## src/rtl/mii_bridge_pkg.sv

```systemverilog
package mii_bridge_pkg;

    localparam int unsigned MII_W   = 16;
    localparam int unsigned BYTE_W  = 8;
    localparam int unsigned PORT_W  = 5;
    localparam int unsigned REG_W   = 5;

    localparam logic [3:0] OFF_CTRL_A = 4'hC;
    localparam logic [3:0] OFF_CTRL_B = 4'hD;
    localparam logic [3:0] OFF_STAT   = 4'hE;

    localparam logic [BYTE_W-1:0] CTRL_A_RESET = 8'h8F;
    localparam logic [BYTE_W-1:0] CTRL_B_RESET = 8'h00;

    localparam logic [MII_W-1:0] ID_WORD_HI = 16'h0022;
    localparam logic [MII_W-1:0] ID_WORD_LO = 16'h1430;
    localparam logic [MII_W-1:0] NO_PHY_VAL = 16'hFFFF;

    localparam logic [REG_W-1:0] MREG_CTRL = 5'd0;
    localparam logic [REG_W-1:0] MREG_STAT = 5'd1;
    localparam logic [REG_W-1:0] MREG_ID1  = 5'd2;
    localparam logic [REG_W-1:0] MREG_ID2  = 5'd3;
    localparam logic [REG_W-1:0] MREG_ADV  = 5'd4;
    localparam logic [REG_W-1:0] MREG_LPA  = 5'd5;

    typedef enum logic [2:0] {
        ST_IDLE,
        ST_FETCH_A,
        ST_FETCH_B,
        ST_STORE_A,
        ST_STORE_B,
        ST_FINISH
    } seq_state_e;

    typedef struct packed {
        logic              write;
        logic [PORT_W-1:0] port;
        logic [REG_W-1:0]  regnum;
        logic [MII_W-1:0]  wdata;
    } mii_req_t;

    function automatic logic [BYTE_W-1:0] port_byte_addr(
        input logic [PORT_W-1:0] port, input logic [3:0] off);
        logic [BYTE_W-1:0] base;
        base = {3'b000, port} + 8'd1;
        return (base << 4) | {4'h0, off};
    endfunction

    function automatic logic reads_status(input logic [REG_W-1:0] r);
        return (r == MREG_STAT) || (r == MREG_LPA);
    endfunction

    function automatic logic needs_fetch(input logic [REG_W-1:0] r,
                                         input logic wr);
        if (r == MREG_CTRL || r == MREG_ADV) return 1'b1;
        if (reads_status(r)) return !wr;
        return 1'b0;
    endfunction

    function automatic logic [MII_W-1:0] build_ctrl(
        input logic [BYTE_W-1:0] a, input logic [BYTE_W-1:0] b);
        logic [MII_W-1:0] v;
        v = '0;
        v[13] = a[6];
        v[12] = a[7];
        v[11] = b[3];
        v[9]  = b[5];
        v[8]  = a[5];
        return v;
    endfunction

    function automatic logic [MII_W-1:0] build_stat(input logic [BYTE_W-1:0] s);
        logic [MII_W-1:0] v;
        v = 16'h7808;
        v[5] = s[6];
        v[2] = s[5];
        return v;
    endfunction

    function automatic logic [MII_W-1:0] build_abil(input logic [3:0] f);
        logic [MII_W-1:0] v;
        v = 16'h0001;
        v[8] = f[3];
        v[7] = f[2];
        v[6] = f[1];
        v[5] = f[0];
        return v;
    endfunction

    function automatic logic [MII_W-1:0] build_lpa(input logic [BYTE_W-1:0] s);
        logic [MII_W-1:0] v;
        v = build_abil(s[3:0]);
        v[14] = |s[3:0];
        return v;
    endfunction

    function automatic logic [BYTE_W-1:0] merge_ctrl_a(
        input logic [BYTE_W-1:0] a, input logic [MII_W-1:0] d);
        return {d[12], d[13], d[8], a[4:0]};
    endfunction

    function automatic logic [BYTE_W-1:0] merge_ctrl_b(
        input logic [BYTE_W-1:0] b, input logic [MII_W-1:0] d);
        return {b[7:6], d[9], b[4], d[11], b[2:0]};
    endfunction

    function automatic logic [BYTE_W-1:0] merge_adv(
        input logic [BYTE_W-1:0] a, input logic [MII_W-1:0] d);
        return {a[7:4], d[8], d[7], d[6], d[5]};
    endfunction

endpackage

```

## src/rtl/mii_port_regfile.sv

```systemverilog
module mii_port_regfile
    import mii_bridge_pkg::*;
#(
    parameter int unsigned NPHY = 2
) (
    input  logic                   clk,
    input  logic                   rst,
    input  logic                   bus_valid,
    input  logic                   bus_write,
    input  logic [BYTE_W-1:0]      bus_addr,
    input  logic [BYTE_W-1:0]      bus_wdata,
    output logic [BYTE_W-1:0]      bus_rdata,
    input  logic [NPHY*BYTE_W-1:0] link_status
);

    logic [BYTE_W-1:0] ctrl_a_q [NPHY];
    logic [BYTE_W-1:0] ctrl_b_q [NPHY];
    logic [NPHY-1:0]   hit;

    for (genvar p = 0; p < NPHY; p++) begin : g_port
        assign hit[p] = (bus_addr[7:4] == 4'(p + 1));

        always_ff @(posedge clk) begin
            if (rst) begin
                ctrl_a_q[p] <= CTRL_A_RESET;
                ctrl_b_q[p] <= CTRL_B_RESET;
            end else if (bus_valid && bus_write && hit[p]) begin
                if (bus_addr[3:0] == OFF_CTRL_A) ctrl_a_q[p] <= bus_wdata;
                if (bus_addr[3:0] == OFF_CTRL_B) ctrl_b_q[p] <= bus_wdata;
            end
        end
    end

    always_comb begin
        bus_rdata = '0;
        for (int p = 0; p < NPHY; p++) begin
            if (hit[p]) begin
                case (bus_addr[3:0])
                    OFF_CTRL_A: bus_rdata = ctrl_a_q[p];
                    OFF_CTRL_B: bus_rdata = ctrl_b_q[p];
                    OFF_STAT:   bus_rdata = link_status[p*BYTE_W +: BYTE_W];
                    default:    bus_rdata = '0;
                endcase
            end
        end
    end

    // a byte is only written when its value actually changes
    p_write_on_change_r3: assert property (@(posedge clk) disable iff (rst)
        (bus_valid && bus_write) |-> (bus_wdata != bus_rdata));

    // status byte is read-only and never targeted by a write
    p_status_ro_r1: assert property (@(posedge clk) disable iff (rst)
        (bus_valid && bus_write) |-> (bus_addr[3:0] != OFF_STAT));

endmodule

```

## src/rtl/mii_access_seq.sv

```systemverilog
module mii_access_seq
    import mii_bridge_pkg::*;
#(
    parameter int unsigned NPHY = 2
) (
    input  logic              clk,
    input  logic              rst,
    input  logic              req_valid,
    output logic              req_ready,
    input  logic              req_write,
    input  logic [PORT_W-1:0] req_port,
    input  logic [REG_W-1:0]  req_reg,
    input  logic [MII_W-1:0]  req_wdata,
    output logic              rsp_done,
    output logic [MII_W-1:0]  rsp_rdata,
    output logic              bus_valid,
    output logic              bus_write,
    output logic [BYTE_W-1:0] bus_addr,
    output logic [BYTE_W-1:0] bus_wdata,
    input  logic [BYTE_W-1:0] bus_rdata
);

    localparam logic [PORT_W-1:0] NPHY_L = PORT_W'(NPHY);

    seq_state_e        st_q, st_d;
    mii_req_t          rq_q;
    logic [BYTE_W-1:0] cap_a_q, cap_b_q;
    logic [BYTE_W-1:0] src_a, src_b, new_a, new_b;
    logic              chg_a, chg_b, is_ctrl, port_bad;
    logic [MII_W-1:0]  result;

    assign is_ctrl  = (rq_q.regnum == MREG_CTRL);
    assign port_bad = (rq_q.port >= NPHY_L);

    always_comb begin
        src_a = (st_q == ST_FETCH_A) ? bus_rdata : cap_a_q;
        src_b = (st_q == ST_FETCH_B) ? bus_rdata : cap_b_q;
        new_a = is_ctrl ? merge_ctrl_a(src_a, rq_q.wdata)
                        : merge_adv(src_a, rq_q.wdata);
        new_b = merge_ctrl_b(src_b, rq_q.wdata);
        chg_a = (new_a != src_a);
        chg_b = (new_b != src_b);
    end

    always_comb begin
        st_d = st_q;
        case (st_q)
            ST_IDLE: begin
                if (req_valid) begin
                    if (req_port >= NPHY_L || !needs_fetch(req_reg, req_write))
                        st_d = ST_FINISH;
                    else
                        st_d = ST_FETCH_A;
                end
            end
            ST_FETCH_A: begin
                if (is_ctrl)                       st_d = ST_FETCH_B;
                else if (rq_q.write && chg_a)      st_d = ST_STORE_A;
                else                               st_d = ST_FINISH;
            end
            ST_FETCH_B: begin
                if (!rq_q.write)                   st_d = ST_FINISH;
                else if (chg_a)                    st_d = ST_STORE_A;
                else if (chg_b)                    st_d = ST_STORE_B;
                else                               st_d = ST_FINISH;
            end
            ST_STORE_A: st_d = (is_ctrl && chg_b) ? ST_STORE_B : ST_FINISH;
            ST_STORE_B: st_d = ST_FINISH;
            ST_FINISH:  st_d = ST_IDLE;
            default:    st_d = ST_IDLE;
        endcase
    end

    always_ff @(posedge clk) begin
        if (rst) begin
            st_q    <= ST_IDLE;
            rq_q    <= '0;
            cap_a_q <= '0;
            cap_b_q <= '0;
        end else begin
            st_q <= st_d;
            if (st_q == ST_IDLE && req_valid) begin
                rq_q.write  <= req_write;
                rq_q.port   <= req_port;
                rq_q.regnum <= req_reg;
                rq_q.wdata  <= req_wdata;
            end
            if (st_q == ST_FETCH_A) cap_a_q <= bus_rdata;
            if (st_q == ST_FETCH_B) cap_b_q <= bus_rdata;
        end
    end

    always_comb begin
        bus_valid = 1'b0;
        bus_write = 1'b0;
        bus_addr  = '0;
        bus_wdata = '0;
        case (st_q)
            ST_FETCH_A: begin
                bus_valid = 1'b1;
                bus_addr  = port_byte_addr(rq_q.port,
                                reads_status(rq_q.regnum) ? OFF_STAT : OFF_CTRL_A);
            end
            ST_FETCH_B: begin
                bus_valid = 1'b1;
                bus_addr  = port_byte_addr(rq_q.port, OFF_CTRL_B);
            end
            ST_STORE_A: begin
                bus_valid = 1'b1;
                bus_write = 1'b1;
                bus_addr  = port_byte_addr(rq_q.port, OFF_CTRL_A);
                bus_wdata = new_a;
            end
            ST_STORE_B: begin
                bus_valid = 1'b1;
                bus_write = 1'b1;
                bus_addr  = port_byte_addr(rq_q.port, OFF_CTRL_B);
                bus_wdata = new_b;
            end
            default: ;
        endcase
    end

    always_comb begin
        if (port_bad) begin
            result = NO_PHY_VAL;
        end else begin
            case (rq_q.regnum)
                MREG_CTRL: result = build_ctrl(cap_a_q, cap_b_q);
                MREG_STAT: result = build_stat(cap_a_q);
                MREG_ID1:  result = ID_WORD_HI;
                MREG_ID2:  result = ID_WORD_LO;
                MREG_ADV:  result = build_abil(cap_a_q[3:0]);
                MREG_LPA:  result = build_lpa(cap_a_q);
                default:   result = '0;
            endcase
        end
    end

    assign req_ready = (st_q == ST_IDLE);
    assign rsp_done  = (st_q == ST_FINISH);
    assign rsp_rdata = (rsp_done && !rq_q.write) ? result : '0;

    // done is a single pulse followed by an idle cycle
    p_done_pulse_r10: assert property (@(posedge clk) disable iff (rst)
        rsp_done |=> (!rsp_done && req_ready));

    // no byte bus activity while idle
    p_idle_quiet_r10: assert property (@(posedge clk) disable iff (rst)
        req_ready |-> !bus_valid);

    // out-of-range port completes next cycle without bus traffic
    p_bad_port_quiet_r8: assert property (@(posedge clk) disable iff (rst)
        (req_valid && req_ready && req_port >= NPHY_L) |=> (rsp_done && !bus_valid));

    // identifier registers complete next cycle without bus traffic
    p_id_direct_r5: assert property (@(posedge clk) disable iff (rst)
        (req_valid && req_ready && (req_reg == MREG_ID1 || req_reg == MREG_ID2))
        |=> (rsp_done && !bus_valid));

endmodule

```

## src/rtl/mii_reg_bridge.sv

```systemverilog
module mii_reg_bridge
    import mii_bridge_pkg::*;
#(
    parameter int unsigned NPHY = 2
) (
    input  logic                   clk,
    input  logic                   rst,
    input  logic                   req_valid,
    output logic                   req_ready,
    input  logic                   req_write,
    input  logic [PORT_W-1:0]      req_port,
    input  logic [REG_W-1:0]       req_reg,
    input  logic [MII_W-1:0]       req_wdata,
    output logic                   rsp_done,
    output logic [MII_W-1:0]       rsp_rdata,
    input  logic [NPHY*BYTE_W-1:0] link_status,
    output logic                   bus_valid,
    output logic                   bus_write,
    output logic [BYTE_W-1:0]      bus_addr,
    output logic [BYTE_W-1:0]      bus_wdata,
    output logic [BYTE_W-1:0]      bus_rdata
);

    mii_access_seq #(.NPHY(NPHY)) u_seq (
        .clk       (clk),
        .rst       (rst),
        .req_valid (req_valid),
        .req_ready (req_ready),
        .req_write (req_write),
        .req_port  (req_port),
        .req_reg   (req_reg),
        .req_wdata (req_wdata),
        .rsp_done  (rsp_done),
        .rsp_rdata (rsp_rdata),
        .bus_valid (bus_valid),
        .bus_write (bus_write),
        .bus_addr  (bus_addr),
        .bus_wdata (bus_wdata),
        .bus_rdata (bus_rdata)
    );

    mii_port_regfile #(.NPHY(NPHY)) u_regs (
        .clk         (clk),
        .rst         (rst),
        .bus_valid   (bus_valid),
        .bus_write   (bus_write),
        .bus_addr    (bus_addr),
        .bus_wdata   (bus_wdata),
        .bus_rdata   (bus_rdata),
        .link_status (link_status)
    );

endmodule

```

## config.mk

```make
export PLATFORM = sky130hd
export DESIGN_NAME = mii_reg_bridge
export DESIGN_NICKNAME = d
export VERILOG_FILES = /design/src/rtl/mii_bridge_pkg.sv /design/src/rtl/mii_port_regfile.sv /design/src/rtl/mii_access_seq.sv /design/src/rtl/mii_reg_bridge.sv
export SDC_FILE = /design/constraint.sdc
export NUM_CORES = 1
export LEC_CHECK = 0
export BUFFER_PORTS_ARGS = -buffer_cell sky130_fd_sc_hd__clkbuf_2
export CAP_MARGIN = 0
export CORE_UTILIZATION = 59
export CTS_BUF_LIST = sky130_fd_sc_hd__clkbuf_16
export CTS_CLUSTER_SIZE = 20
export DETAILED_ROUTE_END_ITERATION = 10
export PLACE_DENSITY = 0.86
export SLEW_MARGIN = 25
export SYNTH_ARGS = -nofsm -noshare
export SYNTH_HDL_FRONTEND = slang
export SYNTH_SLANG_ARGS = --single-unit
```

## constraint.sdc

```tcl
create_clock -name clk -period 5.4 [get_ports clk]
set_clock_uncertainty 0.15 [all_clocks]
set_input_delay 1.35 -clock clk [delete_from_list [all_inputs] [get_ports clk]]
set_output_delay 1.35 -clock clk [all_outputs]
set_load 0.01 [all_outputs]
```

==> metrics, run 1 <==
status finished, violations left; violated checks DRC; Clock Sinks 70; reg2reg path depth 8; number of synthesis warnings 0; largest net degree at the start of global routing 48; WL/cell 18.8 um; Setup crit start kind flop; Worst VDD drop 0.256 mV; Reg2Reg Setup Slack 1.61 ns; share of post-route cells with drive strength above 1 0.213; drt first pass iters 10; clock latency on the worst-skew pair 0.33 ns; Worst Hold Path EP u_seq.rq_q[25]; worst hold path cell count 2; htree depth 3; adder-cell share of the synthesized area 0.00622; die area 7160 um^2; Distinct cells, synth 60; total grt overflow 0; cts bufs inserted 9; Post-Syn Nets 524; post-synthesis xor/xnor area fraction 0.0283; Fmax 0.193 GHz; P_sw 0.752 mW; CP endpoint kind output port; Reg power frac 0.333; row cnt 29; Root Driver clkbuf_16; Compound-Gate Fraction of Synth Area 0.246; Die Wd 84.6 um; Post-Synth Simple-Gate Area 0.219; post-CTS resize count 0; I/O pins 90; RePlAce Congestion 0.965; Worst Path Max Fanout 15; buffers added on ports 81; Die Y 84.6 um; reg-to-reg startpoint u_seq.rq_q[16]; CP Cell Sequence or4b_1, nor2_1, buf_4, a221o_1, a22oi_2, a211oi_1, a21oi_1, a2bb2oi_1, inv_1, clkbuf_2; Max clock buf depth 2; Pwr Density 425 nW/um^2; Yosys reg bits 70; setup TNS 0 ns; Lkg Pwr 2.06 nW; antenna violations before repair 0; largest family of logic cells by synthesized area compound AO/OA/AOI/OAI gates; CP Class flop to output port; slowest CP cell or4b_1; worst setup margin 0.219 ns; Final Hold Viols 0; crit-path leading delay family compound AO/OA/AOI/OAI gates; cells after synthesis 476; first-iteration detailed-routing DRC count 654; Routed Antenna Nets 0; Top FF cell, synth dfxtp_1; Sw Ratio 0.369; mux cell area share after synthesis 0.0124; Rel. slew slack 0.350; share of flip-flops with an asynchronous set or reset 0; setup repair bufs after CTS 0; Core Region 6460 um^2; dpl ws 0.656 ns; Detailed Place HPWL 8200 um; hold path start u_seq.rq_q[25]; global-route wire length before repair 18800 um; initial core utilization 0.623; drt total wl 11800 um; Comb power frac 0.369; Hold Crit Class flop to flop; FF-to-FF End u_seq.st_q[0]; CTS tree done; Via density 6.44; Crit path required time 3.90 ns; CP Buf/Inv Count 3; Post-synth EDFFs 32; peak per-stage delay on the critical path 0.58 ns; vias 4057; Synth Area per Inst 8.46 um^2; Int Power 1.29 mW; Reg clk slew, reported paths 0.05 ns; vias in the first global route 3805; GRT Total Usage 0.340; area growth from synthesis to layout 19.2%; Setup Viol. Count Final 0; nets@finish 597; Post-CTS Hold Buffers 0; Clock power frac 0.298; DRC Markers 3; Max Slew Vio Count 0; Worst Tran Pin Value 0.975 ns; RSZ-0062 raised after global routing false; Worst Path Arrival 3.68 ns; Post-Syn Area 4030 um^2; Tcrit/Tclk final 0.959; Final min period 5.18 ns; number of max-cap violations 0; Ant. Diodes 0; post-synthesis sequential area ratio 0.428
[worst register-to-register path: cells and delay by family, from the launching register on]
family,cells,cell delay [ns]
compound gates,6,1.60
simple gates,2,1.44
flops,1,0.48
[kinds of logic after synthesis]
logic type,after synthesis
compound gates,135
fa+ha+maj,2
xor+xnor,13
buf+inv,58
simple gates,193
mux,5
flops,70
[power groups by stage]
stage / registers, mW / clock network, mW / logic (mW)
5_1_grt: 0.686 / 0.631 / 0.813
2_1_floorplan: 0.647 / 0 / 0.538
6_report: 0.679 / 0.608 / 0.753
4_1_cts: 0.674 / 0.608 / 0.734
3_3_place_gp: 0.680 / 0 / 0.706
3_5_place_dp: 0.684 / 0 / 0.723
[worst max path at each step]
stage | from | slack (ns) | to | depth (start not counted)
floorplan | link_status[7] | 1.19 | bus_wdata[7] | 7
global placement | u_seq.rq_q[17] | 0.70 | bus_wdata[0] | 8
detailed placement | u_seq.rq_q[16] | 0.66 | bus_wdata[7] | 9
CTS | u_seq.rq_q[16] | 0.22 | bus_wdata[0] | 8
global route | u_seq.rq_q[16] | 0.05 | bus_wdata[7] | 9
finish | u_seq.rq_q[17] | 0.22 | bus_wdata[6] | 10
[area by class of cell]
class                   instances  area, um^2
clock inverters                 6        77.6
fillers                       482        1660
repair buffers                 95         510
clock buffers                   9         225
well taps                      77        96.3
flip-flops and latches         70        1720
multi-input cells             348        2070
inverters                      25        93.8
[state kept, by name (all words and copies together), names as in the netlist]
| signal | count |
|---|---|
| u_seq.new_b | 2 |
| u_seq.rq_q | 17 |
| u_seq.st_q | 3 |
| u_regs.ctrl_b_q | 16 |
| u_seq.cap_b_q | 8 |
| u_seq.cap_a_q | 8 |
| u_regs.ctrl_a_q | 16 |
[Yosys cell counts, types with 4 or more instances]
master | number | area [um^2]
edfxtp_1 | 32 | 961
buf_2 | 9 | 45.0
nand2_1 | 77 | 289
a211oi_1 | 12 | 90.1
nor4_1 | 4 | 25.0
a31oi_1 | 7 | 43.8
nor3_1 | 11 | 55.1
nor2_1 | 54 | 203
mux2i_1 | 5 | 50.1
inv_1 | 24 | 90.1
and2_1 | 4 | 25.0
dfxtp_1 | 38 | 761
and3_1 | 12 | 75.1
o211a_1 | 13 | 130
a2bb2oi_1 | 7 | 61.3
nor2b_1 | 8 | 50.1
or3_1 | 6 | 37.5
nand3_1 | 4 | 20.0
clkbuf_1 | 21 | 78.8
o21ai_0 | 10 | 50.1
a221oi_1 | 7 | 61.3
xor2_1 | 6 | 52.6
a311oi_1 | 4 | 35.0
a221o_1 | 4 | 40.0
xnor2_1 | 7 | 61.3
a21oi_1 | 37 | 185
[metrics by stage]
step | power (mW) | area [um^2] | hold slack, ns | instances | utilization
4_1_cts | 2.02 | 4800 | 0.333 | 630 | 0.743
6_report | 2.04 | 4800 | 0.339 | 630 | 0.743
3_3_place_gp | 1.39 | 4490 | 0.312 | 615 | 0.696
5_1_grt | 2.13 | 4800 | 0.366 | 630 | 0.743
3_5_place_dp | 1.41 | 4490 | 0.322 | 615 | 0.696
2_1_floorplan | 1.19 | 4030 | 0.287 | 476 | -
[metal layers]
metal,GRT usage,part of all wire
met2,0.538,0.47
met5,0,0
met1,0.452,0.40
met3,0.0787,0.11
met4,0.140,0.025
[placed cells by master, fill, tap and decap left out, types with 11 or more instances in the layout]
cell type and n:
o211a_1 13, nor3_1 11, edfxtp_1 32, clkbuf_2 81, dfxtp_1 38, nor2_1 53, nand2_1 77, a211oi_1 12
and3_1 12, buf_4 14, inv_1 24, a21oi_1 37
No activity file was read; power rests on OpenSTA's default activity.
==> inputs of run 2 (changes only) <==
--- a/config.mk
+++ b/config.mk
@@ -7,11 +7,13 @@
 export LEC_CHECK = 0
 export BUFFER_PORTS_ARGS = -buffer_cell sky130_fd_sc_hd__clkbuf_2
 export CAP_MARGIN = 0
-export CORE_UTILIZATION = 59
+export CELL_PAD_IN_SITES_DETAIL_PLACEMENT = 0
+export CELL_PAD_IN_SITES_GLOBAL_PLACEMENT = 2
+export CORE_UTILIZATION = 34
 export CTS_BUF_LIST = sky130_fd_sc_hd__clkbuf_16
 export CTS_CLUSTER_SIZE = 20
 export DETAILED_ROUTE_END_ITERATION = 10
-export PLACE_DENSITY = 0.86
+export PLACE_DENSITY_LB_ADDON = 0.1
 export SLEW_MARGIN = 25
 export SYNTH_ARGS = -nofsm -noshare
 export SYNTH_HDL_FRONTEND = slang
==> run 2 against run 1 <==
Net effect: the flow now finishes without violations; cell count rose by 11%; setup slack improved by 0.19 ns; global-route usage fell by 13 points; hold slack got worse by 0.0075 ns; via count fell by 6.9%; die area rose by 72%; total power rose by 3.8%; routed wire length rose by 7.3%; flip-flop and latch count did not move; sequential share of layout area fell by 1.1 points; non-clock buffer count rose by 4; critical path type unchanged; largest cell class unchanged.
==> metrics, run 2 (same netlist as run 1, synthesis figures left out) <==
global-route wire length before repair 20300 um; worst setup margin 0.408 ns; WL/cell 18.1 um; Fmax 0.200 GHz; Post-CTS Hold Buffers 0; I/O pins 90; status finished, final reports clean; biggest regs u_seq.rq_q (17), u_regs.ctrl_a_q (16), u_regs.ctrl_b_q (16); reg-to-reg startpoint u_seq.st_q[0]; Max Slew Vio Count 0; vias in the first global route 3676; setup repair bufs after CTS 0; cts bufs inserted 9; Worst Tran Pin Value 1.01 ns; GRT Total Usage 0.213; Ant. Diodes 0; Final min period 4.99 ns; Die Wd 111 um; leading cell type in the layout, fill and taps excluded clkbuf_2; CP Buf/Inv Count 3; CP endpoint kind output port; CP Cell Sequence or3b_1, buf_4, o211a_1, a221o_1, a22oi_1, o21ai_0, mux2i_1, a2bb2oi_1, inv_1, clkbuf_2; htree depth 3; Via density 5.39; total grt overflow 0; Reg clk slew, reported paths 0.06 ns; Final Hold Viols 0; Tcrit/Tclk final 0.924; Worst VDD drop 0.184 mV; drt total wl 12700 um; Clock Sinks 70; Worst Path Max Fanout 10; Die Y 111 um; Setup crit start kind flop; vias 3777; Root Driver clkbuf_16; Worst Path Arrival 3.49 ns; Hold Crit Class flop to flop; Core Region 11500 um^2; Max clock buf depth 2; initial core utilization 0.351; CTS tree done; dpl ws 0.603 ns; largest net degree at the start of global routing 48; Setup Viol. Count Final 0; share of post-route cells with drive strength above 1 0.222; buffers added on ports 81; DRC Markers 0; peak per-stage delay on the critical path 0.59 ns; Routed Antenna Nets 0; worst hold slack 0.332 ns; Largest register FFs 17; setup TNS 0 ns; drt first pass iters 4; antenna violations before repair 0; area growth from synthesis to layout 23.0%; clock latency on the worst-skew pair 0.34 ns; nets@finish 601; Power Total 2.12 mW; crit-path leading delay family compound AO/OA/AOI/OAI gates; Biggest register u_seq.rq_q; Crit path required time 3.90 ns; Rel. slew slack 0.327; hold path start u_seq.rq_q[25]; CP Class flop to output port; critical path launch point u_seq.st_q[0]; number of max-cap violations 0; row cnt 39; Lkg Pwr 2.08 nW; RSZ-0062 raised after global routing false; RePlAce Congestion 0.790; Detailed Place HPWL 9290 um; die area 12300 um^2; most frequent cells in the layout 81 x clkbuf_2, 77 x nand2_1, 53 x nor2_1; final core utilization 0.432; Pwr Density 428 nW/um^2; slowest CP cell or3b_1; first-iteration detailed-routing DRC count 326
[run 2: cell type report]
type | instances | area (um^2)
multi-input combinational | 348 | 2080
clock inverter | 7 | 113
tap | 143 | 179
clock buffer | 9 | 225
inverter | 25 | 93.8
fill | 1214 | 6520
sequential | 70 | 1720
timing repair buffer | 99 | 541
[run 2: final timing paths]
| path | endpoint | slack (ns) | cells past startpoint |
|---|---|---|---|
| setup / recovery | bus_wdata[2] | 0.41 | 10 |
| hold reg to reg | u_seq.rq_q[25] | 0.33 | 2 |
| hold / removal | u_seq.rq_q[25] | 0.33 | 2 |
| setup reg to reg | u_seq.st_q[0] | 1.74 | 9 |
[run 2: tightest hold or removal path, delay by kind of cell, from the launching register on]
family / cells / cell delay [ns]
AO/OA/AOI/OAI: 1 / 0.05
flip-flops: 1 / 0.33
AND/OR/NAND/NOR: 1 / 0.06
[run 2: routing by layer]
| layer | up-vias | part of all wire | track usage |
|---|---|---|---|
| met5 | - | 0 | 0 |
| met4 | 0 | 0.013 | 0.0684 |
| met3 | 13 | 0.052 | 0.0306 |
| met2 | 121 | 0.45 | 0.326 |
| met1 | 1772 | 0.49 | 0.308 |
| li1 | 1871 | - | - |
[run 2: through the flow]
step	cells	instance area, um^2
3_5_place_dp	685	4610
2_1_floorplan	476	4030
4_1_cts	701	4950
3_3_place_gp	685	4610
6_report	701	4950
5_1_grt	701	4950
[run 2: where the power goes]
part	switching (mW)	internal (mW)	total, mW
registers	0.0705	0.606	0.677
logic	0.471	0.287	0.758
clock network	0.235	0.448	0.683
total	0.777	1.34	2.12
[run 2: what timing repair did]
| item | CTS | global route |
|---|---|---|
| endpoints found under the hold margin | 0 | 0 |
| endpoints found under the setup margin | 0 | 1 |
| gates resized for setup | 0 | 1 |
==> inputs of run 3 (changes only) <==
--- a/config.mk
+++ b/config.mk
@@ -5,11 +5,12 @@
 export SDC_FILE = /design/constraint.sdc
 export NUM_CORES = 1
 export LEC_CHECK = 0
+export ABC_AREA = 1
 export BUFFER_PORTS_ARGS = -buffer_cell sky130_fd_sc_hd__clkbuf_2
 export CAP_MARGIN = 0
 export CELL_PAD_IN_SITES_DETAIL_PLACEMENT = 0
 export CELL_PAD_IN_SITES_GLOBAL_PLACEMENT = 2
-export CORE_UTILIZATION = 34
+export CORE_UTILIZATION = 33
 export CTS_BUF_LIST = sky130_fd_sc_hd__clkbuf_16
 export CTS_CLUSTER_SIZE = 20
 export DETAILED_ROUTE_END_ITERATION = 10
==> run 3 against run 2 <==
Net effect: fmax rose by 14%; setup slack gained 0.60 ns; die area rose by 3.1%; highest routed layer unchanged; critical endpoint unchanged; via count is 0.66% higher; first-iteration DRC count fell by 38%; routed wire length is 3.4% lower; sequential power is 3.0% higher; flip-flop and latch count unchanged; cell count increased by 9.0%.
==> metrics, run 3 <==
Pwr Density 515 nW/um^2; I/O pins 90; largest family of logic cells by synthesized area simple AND/OR/NAND/NOR gates; biggest regs u_seq.rq_q (17), u_regs.ctrl_a_q (16), u_regs.ctrl_b_q (16); share of post-route cells with drive strength above 1 0.246; vias in the first global route 3682; Routed Antenna Nets 0; Post-synth EDFFs 32; Root Driver clkbuf_16; Final Cell Area 4850 um^2; Die Y 113 um; CTS tree done; Worst Tran Pin Value 0.981 ns; status finished, final reports clean; most frequent cells in the layout 143 x nand2_1, 81 x clkbuf_2, 53 x nand3_1; htree depth 3; setup TNS 0 ns; initial core utilization 0.346; Die Wd 113 um; area growth from synthesis to layout 20.3%; final core utilization 0.416; GRT Total Usage 0.204; Synth top area share 0.238; Distinct cells, synth 38; drt total wl 12300 um; Tcrit/Tclk final 0.814; setup repair bufs after CTS 0; Post-CTS Hold Buffers 0; Max clock buf depth 2; mux cell area share after synthesis 0; placed inst area 4530 um^2; share of flip-flops with an asynchronous set or reset 0; CP Class flop to output port; vias 3802; nets@finish 664; met2 wire length 5620 um; Ant. Diodes 0; Worst Path Arrival 2.89 ns; largest net degree at the start of global routing 26; Rel. slew slack 0.341; cts bufs inserted 9; Detailed Place HPWL 9180 um; Crit path required time 3.90 ns; Lkg Pwr 2.16 nW; RePlAce Congestion 0.766; Fmax 0.228 GHz; Largest register FFs 17; Yosys reg bits 70; Setup crit start kind flop; total grt overflow 0; post-synthesis xor/xnor area fraction 0.00217; M1 WL 5920 um; Biggest register u_seq.rq_q; DRC Markers 0; Final min period 4.39 ns; top-count cell post-synth nand2_1; cells after synthesis 539; adder-cell share of the synthesized area 0.00621; CP endpoint kind output port; Reg clk slew, reported paths 0.06 ns; Top FF cell, synth dfxtp_1; Compound-Gate Fraction of Synth Area 0.111; row cnt 39; Via density 4.98; number of synthesis warnings 0; Hold Crit Class flop to flop; max layer used met4; Synth area leaders edfxtp_1 24%, dfxtp_1 19%, nand2_1 13%; largest area contributor in the netlist edfxtp_1; Final Hold Viols 0; Worst Path Max Fanout 17; met3 WL post-DR 542 um; RSZ-0062 raised after global routing false; antenna violations before repair 0; Post-Synth Simple-Gate Area 0.367; Clock Sinks 70; WL/cell 16.1 um; Post-Syn Nets 587; first-iteration detailed-routing DRC count 202; number of max-cap violations 0; Worst VDD drop 0.292 mV; buffers added on ports 81; post-synthesis sequential area ratio 0.427; Core Region 11700 um^2; Max Slew Vio Count 0; leading cell type in the layout, fill and taps excluded nand2_1; Setup Viol. Count Final 0; synth cell count leaders 143 x nand2_1, 53 x nand3_1, 51 x inv_1; clock latency on the worst-skew pair 0.34 ns; global-route wire length before repair 19500 um; die area 12700 um^2; Synth Area per Inst 7.48 um^2; post-CTS resize count 0; drt first pass iters 4; Post-Syn Area 4030 um^2
## run 3: changes by cell type in the layout (fill, tap and decap cells not counted), moves of 8 or more
cell	change
a211oi_1	-12
and3_1	-11
nor2b_1	-8
nand3_1	+49
nand3_2	+8
nand2_1	+66
inv_1	+28
buf_4	-13
nand4_1	+9
o21ai_0	+19
o211a_1	-13
nand2_2	+15
## run 3: worst paths after layout
| check | to | startpoint | cells after the start | slack (ns) |
|---|---|---|---|---|
| setup / recovery | bus_wdata[2] | u_seq.st_q[1] | 14 | 1.01 |
| hold / removal | u_seq.cap_a_q[4] | u_seq.cap_a_q[4] | 2 | 0.32 |
| setup reg to reg | u_regs.ctrl_a_q[0][5] | u_seq.st_q[1] | 6 | 2.38 |
| hold reg to reg | u_seq.cap_a_q[4] | u_seq.cap_a_q[4] | 2 | 0.32 |
## run 3: worst max-delay path, cell delays in order, from the launching register on
cell and delay [ns]:
dfxtp_1 0.43, nor2_2 0.24, nand2_1 0.40, nand2_4 0.37
nand2_1 0.08, nand3_1 0.10, nand2_2 0.05, nand2_2 0.12
inv_2 0.04, nand2_2 0.07, nand2_2 0.07, o21ai_0 0.18
nand2_1 0.08, nand2_1 0.15, clkbuf_2 0.15
## run 3: cell families (layout without fill, tap and decap cells)
kind of cell	Yosys count	after routing
AO/OA/AOI/OAI	82	82
XOR/XNOR	1	1
adder cells (fa/ha/maj)	2	2
buffers and inverters	79	161
flip-flops	70	70
AND/OR/NAND/NOR	305	305
## run 3: layer usage
metal	global-route usage	vias to the layer above
met1	0.283	1772
met4	0.0764	0
li1	-	1931
met5	0	-
met3	0.0297	10
met2	0.320	89
## run 3: final cells by class
cell class | instances | area (um^2)
well taps | 143 | 179
inverters | 59 | 226
clock buffers | 9 | 225
repair buffers | 86 | 443
fillers | 1249 | 6820
clock inverters | 7 | 90.1
multi-input cells | 390 | 1960
flip-flops and latches | 70 | 1720
## run 3: per-stage QoR
| step | worst slack [ns] | hold WS, ns | power [mW] | instances |
|---|---|---|---|---|
| after detailed placement | 1.30 | 0.305 | 1.89 | 748 |
| after global placement | 1.29 | 0.289 | 1.88 | 748 |
| final | 1.01 | 0.316 | 2.50 | 764 |
| after floorplan | 1.81 | 0.272 | 1.57 | 539 |
| after global routing | 0.722 | 0.339 | 2.68 | 764 |
| after CTS | 0.928 | 0.313 | 2.52 | 764 |
## run 3: where the power goes
group          internal, mW  switching [mW]
combinational         0.361           0.805
sequential            0.636          0.0613
clock                 0.402           0.233
total                  1.40            1.10
